File: src/rtl/refclk_ctrl.sv
module refclk_ctrl #(
  parameter int ADDR_W = 8,
  parameter int DATA_W = 32,
  parameter int PRE_W  = 10,
  parameter int TICK_W = 8,
  parameter logic [DATA_W-1:0] REV_WORD = 32'h1604_2000,
  parameter int RST_XTAL = 39,
  parameter int RST_MPLL = 79,
  parameter int RST_FRC  = 11,
  parameter int RST_APLL = 99
) (
  input  logic              clk,
  input  logic              rst,
  input  logic              req_valid,
  input  logic              req_write,
  input  logic [ADDR_W-1:0] req_addr,
  input  logic [DATA_W-1:0] req_wdata,
  output logic [DATA_W-1:0] rsp_rdata,
  input  logic [1:0]        src_sel,
  input  logic              asleep,
  input  logic              apll_force_on,
  input  logic              apll_force_off,
  output logic [PRE_W-1:0]  cpu_prediv,
  output logic              tick,
  output logic              apll_pwr_up
);
  localparam logic [ADDR_W-1:0] OFF_PRE  = ADDR_W'('h00);
  localparam logic [ADDR_W-1:0] OFF_XTAL = ADDR_W'('h04);
  localparam logic [ADDR_W-1:0] OFF_MPLL = ADDR_W'('h08);
  localparam logic [ADDR_W-1:0] OFF_FRC  = ADDR_W'('h0C);
  localparam logic [ADDR_W-1:0] OFF_APLL = ADDR_W'('h3C);
  localparam logic [ADDR_W-1:0] OFF_REV  = ADDR_W'('h7C);

  logic [PRE_W-1:0]  prediv_q;
  logic [TICK_W-1:0] tdiv_q [4];
  logic [DATA_W-1:0] rd_val;
  logic [TICK_W-1:0] act_n, n_q, cnt;
  logic [1:0]        sel_q;
  logic              restart;
  logic              unused_wdata;

  assign unused_wdata = ^req_wdata[DATA_W-1:PRE_W];
  assign cpu_prediv   = prediv_q;

  always_ff @(posedge clk) begin
    if (rst) begin
      prediv_q  <= '0;
      tdiv_q[0] <= TICK_W'(RST_XTAL);
      tdiv_q[1] <= TICK_W'(RST_MPLL);
      tdiv_q[2] <= TICK_W'(RST_FRC);
      tdiv_q[3] <= TICK_W'(RST_APLL);
    end else if (req_valid && req_write) begin
      case (req_addr)
        OFF_PRE:  prediv_q  <= req_wdata[PRE_W-1:0];
        OFF_XTAL: tdiv_q[0] <= req_wdata[TICK_W-1:0];
        OFF_MPLL: tdiv_q[1] <= req_wdata[TICK_W-1:0];
        OFF_FRC:  tdiv_q[2] <= req_wdata[TICK_W-1:0];
        OFF_APLL: tdiv_q[3] <= req_wdata[TICK_W-1:0];
        default: ;
      endcase
    end
  end

  always_comb begin
    case (req_addr)
      OFF_PRE:  rd_val = DATA_W'(prediv_q);
      OFF_XTAL: rd_val = DATA_W'(tdiv_q[0]);
      OFF_MPLL: rd_val = DATA_W'(tdiv_q[1]);
      OFF_FRC:  rd_val = DATA_W'(tdiv_q[2]);
      OFF_APLL: rd_val = DATA_W'(tdiv_q[3]);
      OFF_REV:  rd_val = REV_WORD;
      default:  rd_val = '0;
    endcase
  end

  always_ff @(posedge clk) begin
    if (rst)                         rsp_rdata <= '0;
    else if (req_valid && !req_write) rsp_rdata <= rd_val;
  end


  rev_read_chk: assert property (@(posedge clk) disable iff (rst)
    (req_valid && !req_write && req_addr == OFF_REV) |=> rsp_rdata == REV_WORD);

  assign act_n   = tdiv_q[src_sel];
  assign restart = (src_sel != sel_q) || (act_n != n_q);
  assign tick    = (cnt == n_q);

  always_ff @(posedge clk) begin
    if (rst) begin
      sel_q <= 2'd0;
      n_q   <= TICK_W'(RST_XTAL);
      cnt   <= '0;
    end else if (restart) begin
      sel_q <= src_sel;
      n_q   <= act_n;
      cnt   <= '0;
    end else if (cnt == n_q) begin
      cnt <= '0;
    end else begin
      cnt <= cnt + 1'b1;
    end
  end


  cnt_bound_chk: assert property (@(posedge clk) disable iff (rst) cnt <= n_q);


  tick_gap_chk: assert property (@(posedge clk) disable iff (rst)
    (tick && !restart && n_q != '0) |=> !tick);


  sel_restart_chk: assert property (@(posedge clk) disable iff (rst)
    (src_sel != sel_q) |=> (cnt == '0));


  zero_div_chk: assert property (@(posedge clk) disable iff (rst)
    (!restart && n_q == '0) |=> tick);

  assign apll_pwr_up = !apll_force_off && (apll_force_on || !asleep);


  force_off_chk: assert property (@(posedge clk) disable iff (rst)
    apll_force_off |-> !apll_pwr_up);


  sleep_follow_chk: assert property (@(posedge clk) disable iff (rst)
    (!apll_force_off && !apll_force_on) |-> (apll_pwr_up == !asleep));
endmodule

File: config.mk
export PLATFORM = sky130hd
export DESIGN_NAME = refclk_ctrl
export DESIGN_NICKNAME = d
export VERILOG_FILES = /design/src/rtl/refclk_ctrl.sv
export SDC_FILE = /design/constraint.sdc
export NUM_CORES = 1
export LEC_CHECK = 0
export BUFFER_PORTS_ARGS = -buffer_cell sky130_fd_sc_hd__clkbuf_2
export CORE_MARGIN = 10
export CORE_UTILIZATION = 40
export DETAILED_ROUTE_END_ITERATION = 8
export HOLD_SLACK_MARGIN = 0.03
export PLACE_DENSITY = 0.71
export SYNTH_ARGS = -nofsm -noshare
export SYNTH_HDL_FRONTEND = slang
export SYNTH_SLANG_ARGS = --single-unit
export TNS_END_PERCENT = 100
File: constraint.sdc
create_clock -name clk -period 6.4 [get_ports clk]
set_input_delay 0.96 -clock clk [delete_from_list [all_inputs] [get_ports clk]]
set_output_delay 0.96 -clock clk [all_outputs]
set_load 0.03 [all_outputs]
Word level (Yosys, flattened, before mapping)
Memories as Yosys holds them, arrays and structs flattened. Index checks and enable logic that the tools add are counted.

Bitwise operators: 4. Muxes and demuxes: 23. Reductions and logical operators: 11. Add/sub/neg operators: 1. Equal/unequal tests: 8.

Operator list (number): $pmux 29 s6 (1); $mux 8 (4); $mux 1 (18); $eq 8x4->1 const B (2); $add 8x1->8 const B (1); $eq 8x3->1 const B (1); $eq 8x6->1 const B (1); $eq 8x7->1 const B (1); $eq 8x8->1 (1); $logic_not 8->1 (1); $ne 8x8->1 (1); $or 1x1->1 (4); $logic_and 1x1->1 (3); $logic_not 1->1 (3); $reduce_or 3->1 (1); $logic_or 1x1->1 (2); $ne 2x2->1 (1); $reduce_and 2->1 (1).

Memories: 1. Input bits: 49. RAM bits: 32. Flip-flop bits (word level): 60. Word-level logic and storage cells: 53.

Memory list: tdiv_q (depth 4, width 8, rd ports 5, clocked after memory_dff 0, wr ports 4, line 35) `logic [TICK_W-1:0] tdiv_q [4];`.

Depth between registers and ports, before layout
Depth in word-level cells: 6. Gate-level depth with buffers: 7. Depth with buffers taken out: 5.

Worst setup path after synthesis
No wires, ideal clock.

Kind: input to register. Start point: input req_addr[3]. End point: memory tdiv_q[2][0] (enable). Data required time: 6.013 ns. Path buffers: 2. Arrival: 2.515 ns. Stages on the path: 5. Path slack: 3.499 ns. Cells stage by stage: buf_2 nand4bb_1 or3_1 clkbuf_1 o31ai_1.

RTL lines: start: declaration (line 16) `input logic [ADDR_W-1:0] req_addr,`; end: declaration (line 35).

==> metrics <==
outcome=finished clean; hold_buf cts=0; Min-Delay Path Class=register to register; ant diodes=0; Initial Utilization=40.5%; Reg2Reg Launch Point=tdiv_q[0][7]; relative slew slack=21.9%; netlist area before placement=3500 sq um; post-synthesis sequential area ratio=49.8%; count of distinct cell types in the synthesized netlist=49; number of synthesized flops with an enable pin=32; depth of the worst register-to-register path=5; wire length of the first global-routing pass=12,800 um; Crit Path Category=input port to register; ordered list of cells on the worst path=clkbuf_2 -> or4_4 -> or2_4 -> nor3b_4 -> nand3_1 -> nand2_1; horizontal extent of the die=114 um; aggregate negative setup slack=0 ns; final cell count without fillers=481; cell at the root of the clock tree=clkbuf_8; remaining routing DRC violations=0; total stage count of the critical path=6; shortest period the worst path allows=2.90 ns; average wire length per cell after detail routing=16.8 um; Crit. Startpoint=req_addr[7]; WP data arrival=2.92 ns; CP max stage cell=or4_4; share of final-layout standard cells stronger than drive strength 1=23.3%; max frequency=345 MHz; Yosys warning count=0; largest fanout on the critical path=8; maximum count of clock buffers along a single path=2; most frequent cell after synthesis=dfxtp_1; Synth area leaders=edfxtp_1 (27%), dfxtp_1 (22%), xor2_1 (5.0%), buf_4 (4.5%), nand2_1 (3.4%); number of nets still failing antenna checks after routing=0; total wire length=8060 um; RSZ-0062 raised after global routing=no; Leak Pwr=1.57 nW; Worst Path Buf+Inv=1; Worst R2R End=cnt[0]; I/O Buffers=53; synth cell count leaders=dfxtp_1 (39), edfxtp_1 (32), nand2_1 (32), buf_4 (21), xor2_1 (20); CP Capture Point=tdiv_q[1][0]; die area=12,900 sq um; worst setup slack for register-to-register paths=4.35 ns; register clock-pin slew on the reported worst setup and hold paths=0.08 ns; maximum VDD drop=168 uV; buffer count from post-CTS setup fixing=0; max-slew violation total from the final report=0; largest net degree at the start of global routing=28; slew of the pin with the lowest slew margin=1.16 ns; CORE AREA=8640 sq um; Max Cap Violations=0; stage delay of the slowest cell on the critical path=0.59 ns; total global routing track utilization=12.4%; Mean Syn Cell Area=11.0 sq um; routed via count=2,437; number of search-and-repair iterations in the first detailed-routing pass=4; Starting DRT DRC Count=231; vias in the first global route=2,547; count of final hold-check violations=0; element type at the critical path end=register; clock tree sinks=71; number of antenna violations at the first check in global routing=0; worst clock skew=0.0115 ns; Final Cycle Share=45.3%; category of cells accounting for the largest share of critical-path delay=simple AND/OR/NAND/NOR gates; number of vias per cell after detailed routing=5.07; CTS tree=yes; clock buffer count from CTS=9; area share of the largest cell type after synthesis=27.5%; critical path launch point type=input port; largest area contributor in the synthesized netlist=edfxtp_1; dpl cells=465; power density cells=248 nW/um^2; number of standard cells after synthesis=319; net count reported at finish=418; number of ports placed on the die boundary=93; proportion of register bits with asynchronous set or reset after synthesis=0%; Std-Cell Rows=34; Layout Area Growth over Synthesis=13.7%; estimated wirelength of the detail-placed design=6280 um; Worst-Skew Late Latency=0.35 ns; required time at the endpoint of the critical path=6.42 ns; number of synthesized register bits=71; total congestion overflow=0; Vert. Die Dim=114 um; # setup viols final=0; Clock H-tree levels=3; post-CTS resize count=0; Main synth FF type=dfxtp_1; global placer's final weighted congestion=0.779
==> placed cells by master, fill, tap and decap left out, types with 9 or more instances in the layout <==
cell type / n
clkbuf_2: 53
dfxtp_1: 39
nand2_1: 32
edfxtp_1: 32
xor2_1: 20
conb_1: 17
a21oi_1: 14
nor3_1: 13
nand3_1: 12
nor2_1: 11
and2_1: 11
nand2b_1: 10
clkbuf_8: 9
==> per-stage QoR <==
step / setup WS, ns / cell area, sq um / total power, mW / utilization [%] / hold WS (ns)
6_report: 3.50 / 3980 / 0.986 / 46.1 / 0.466
5_1_grt: 3.31 / 3980 / 1.02 / 46.1 / 0.486
4_1_cts: 3.49 / 3980 / 0.987 / 46.1 / 0.468
3_5_place_dp: 3.13 / 3760 / 0.594 / 43.5 / 0.456
3_3_place_gp: 3.18 / 3760 / 0.591 / 43.5 / 0.444
2_1_floorplan: 3.50 / 3560 / 0.576 / - / 0.505
==> worst min-delay path by stage <==
stage | endpoint | from | depth (start not counted)
after detailed placement | rsp_rdata[9] | rsp_rdata[9] | 2
final | rsp_rdata[8] | rsp_rdata[8] | 2
after CTS | rsp_rdata[9] | rsp_rdata[9] | 2
after global placement | rsp_rdata[9] | rsp_rdata[9] | 2
after global routing | rsp_rdata[8] | rsp_rdata[8] | 2
after floorplan | cnt[0] | cnt[0] | 1
==> area by class of cell <==
class | instances | area (sq um)
inverter | 7 | 26.3
sequential | 71 | 1740
clock inverter | 6 | 93.8
multi-input combinational | 225 | 1580
clock buffer | 10 | 128
tap | 108 | 135
fill | 813 | 4660
timing repair buffer | 54 | 273
==> flip-flops by register name, indices dropped and copies added (netlist names) <==
| register | cells |
|---|---|
| n_q | 8 |
| rsp_rdata | 11 |
| sel_q | 2 |
| cpu_prediv | 10 |
| cnt | 8 |
| tdiv_q | 32 |
==> report_power, final <==
group | internal [mW] | total (mW) | switching (mW)
sequential | 0.488 | 0.498 | 0.0101
combinational | 0.0308 | 0.0860 | 0.0552
clock | 0.223 | 0.402 | 0.179
total | 0.742 | 0.986 | 0.244
==> worst reg2reg max path, delay by kind of cell (launching register included) <==
kind	cells	cell delay (ns)
XOR/XNOR	1	0.17
multiplexers	1	0.52
flip-flops	1	0.42
AND/OR/NAND/NOR	3	0.86
==> layer usage <==
metal | up-vias | GRT usage, % | routed length [um]
met5 | - | 0 | 0
met4 | 0 | 4.65 | 85
met3 | 10 | 3.78 | 511
met2 | 82 | 21.6 | 4120
met1 | 1126 | 13.9 | 3350
li1 | 1219 | - | -
==> cells by family after synthesis <==
kind of cell / synth area share (%)
AND/OR/NAND/NOR: 20.6
flip-flops: 49.8
AO/OA/AOI/OAI: 10.0
buffers and inverters: 6.76
XOR/XNOR: 6.01
multiplexers: 6.40
adder cells (fa/ha/maj): 0.357
other: 0.107
No activity file was read; power rests on OpenSTA's default activity.
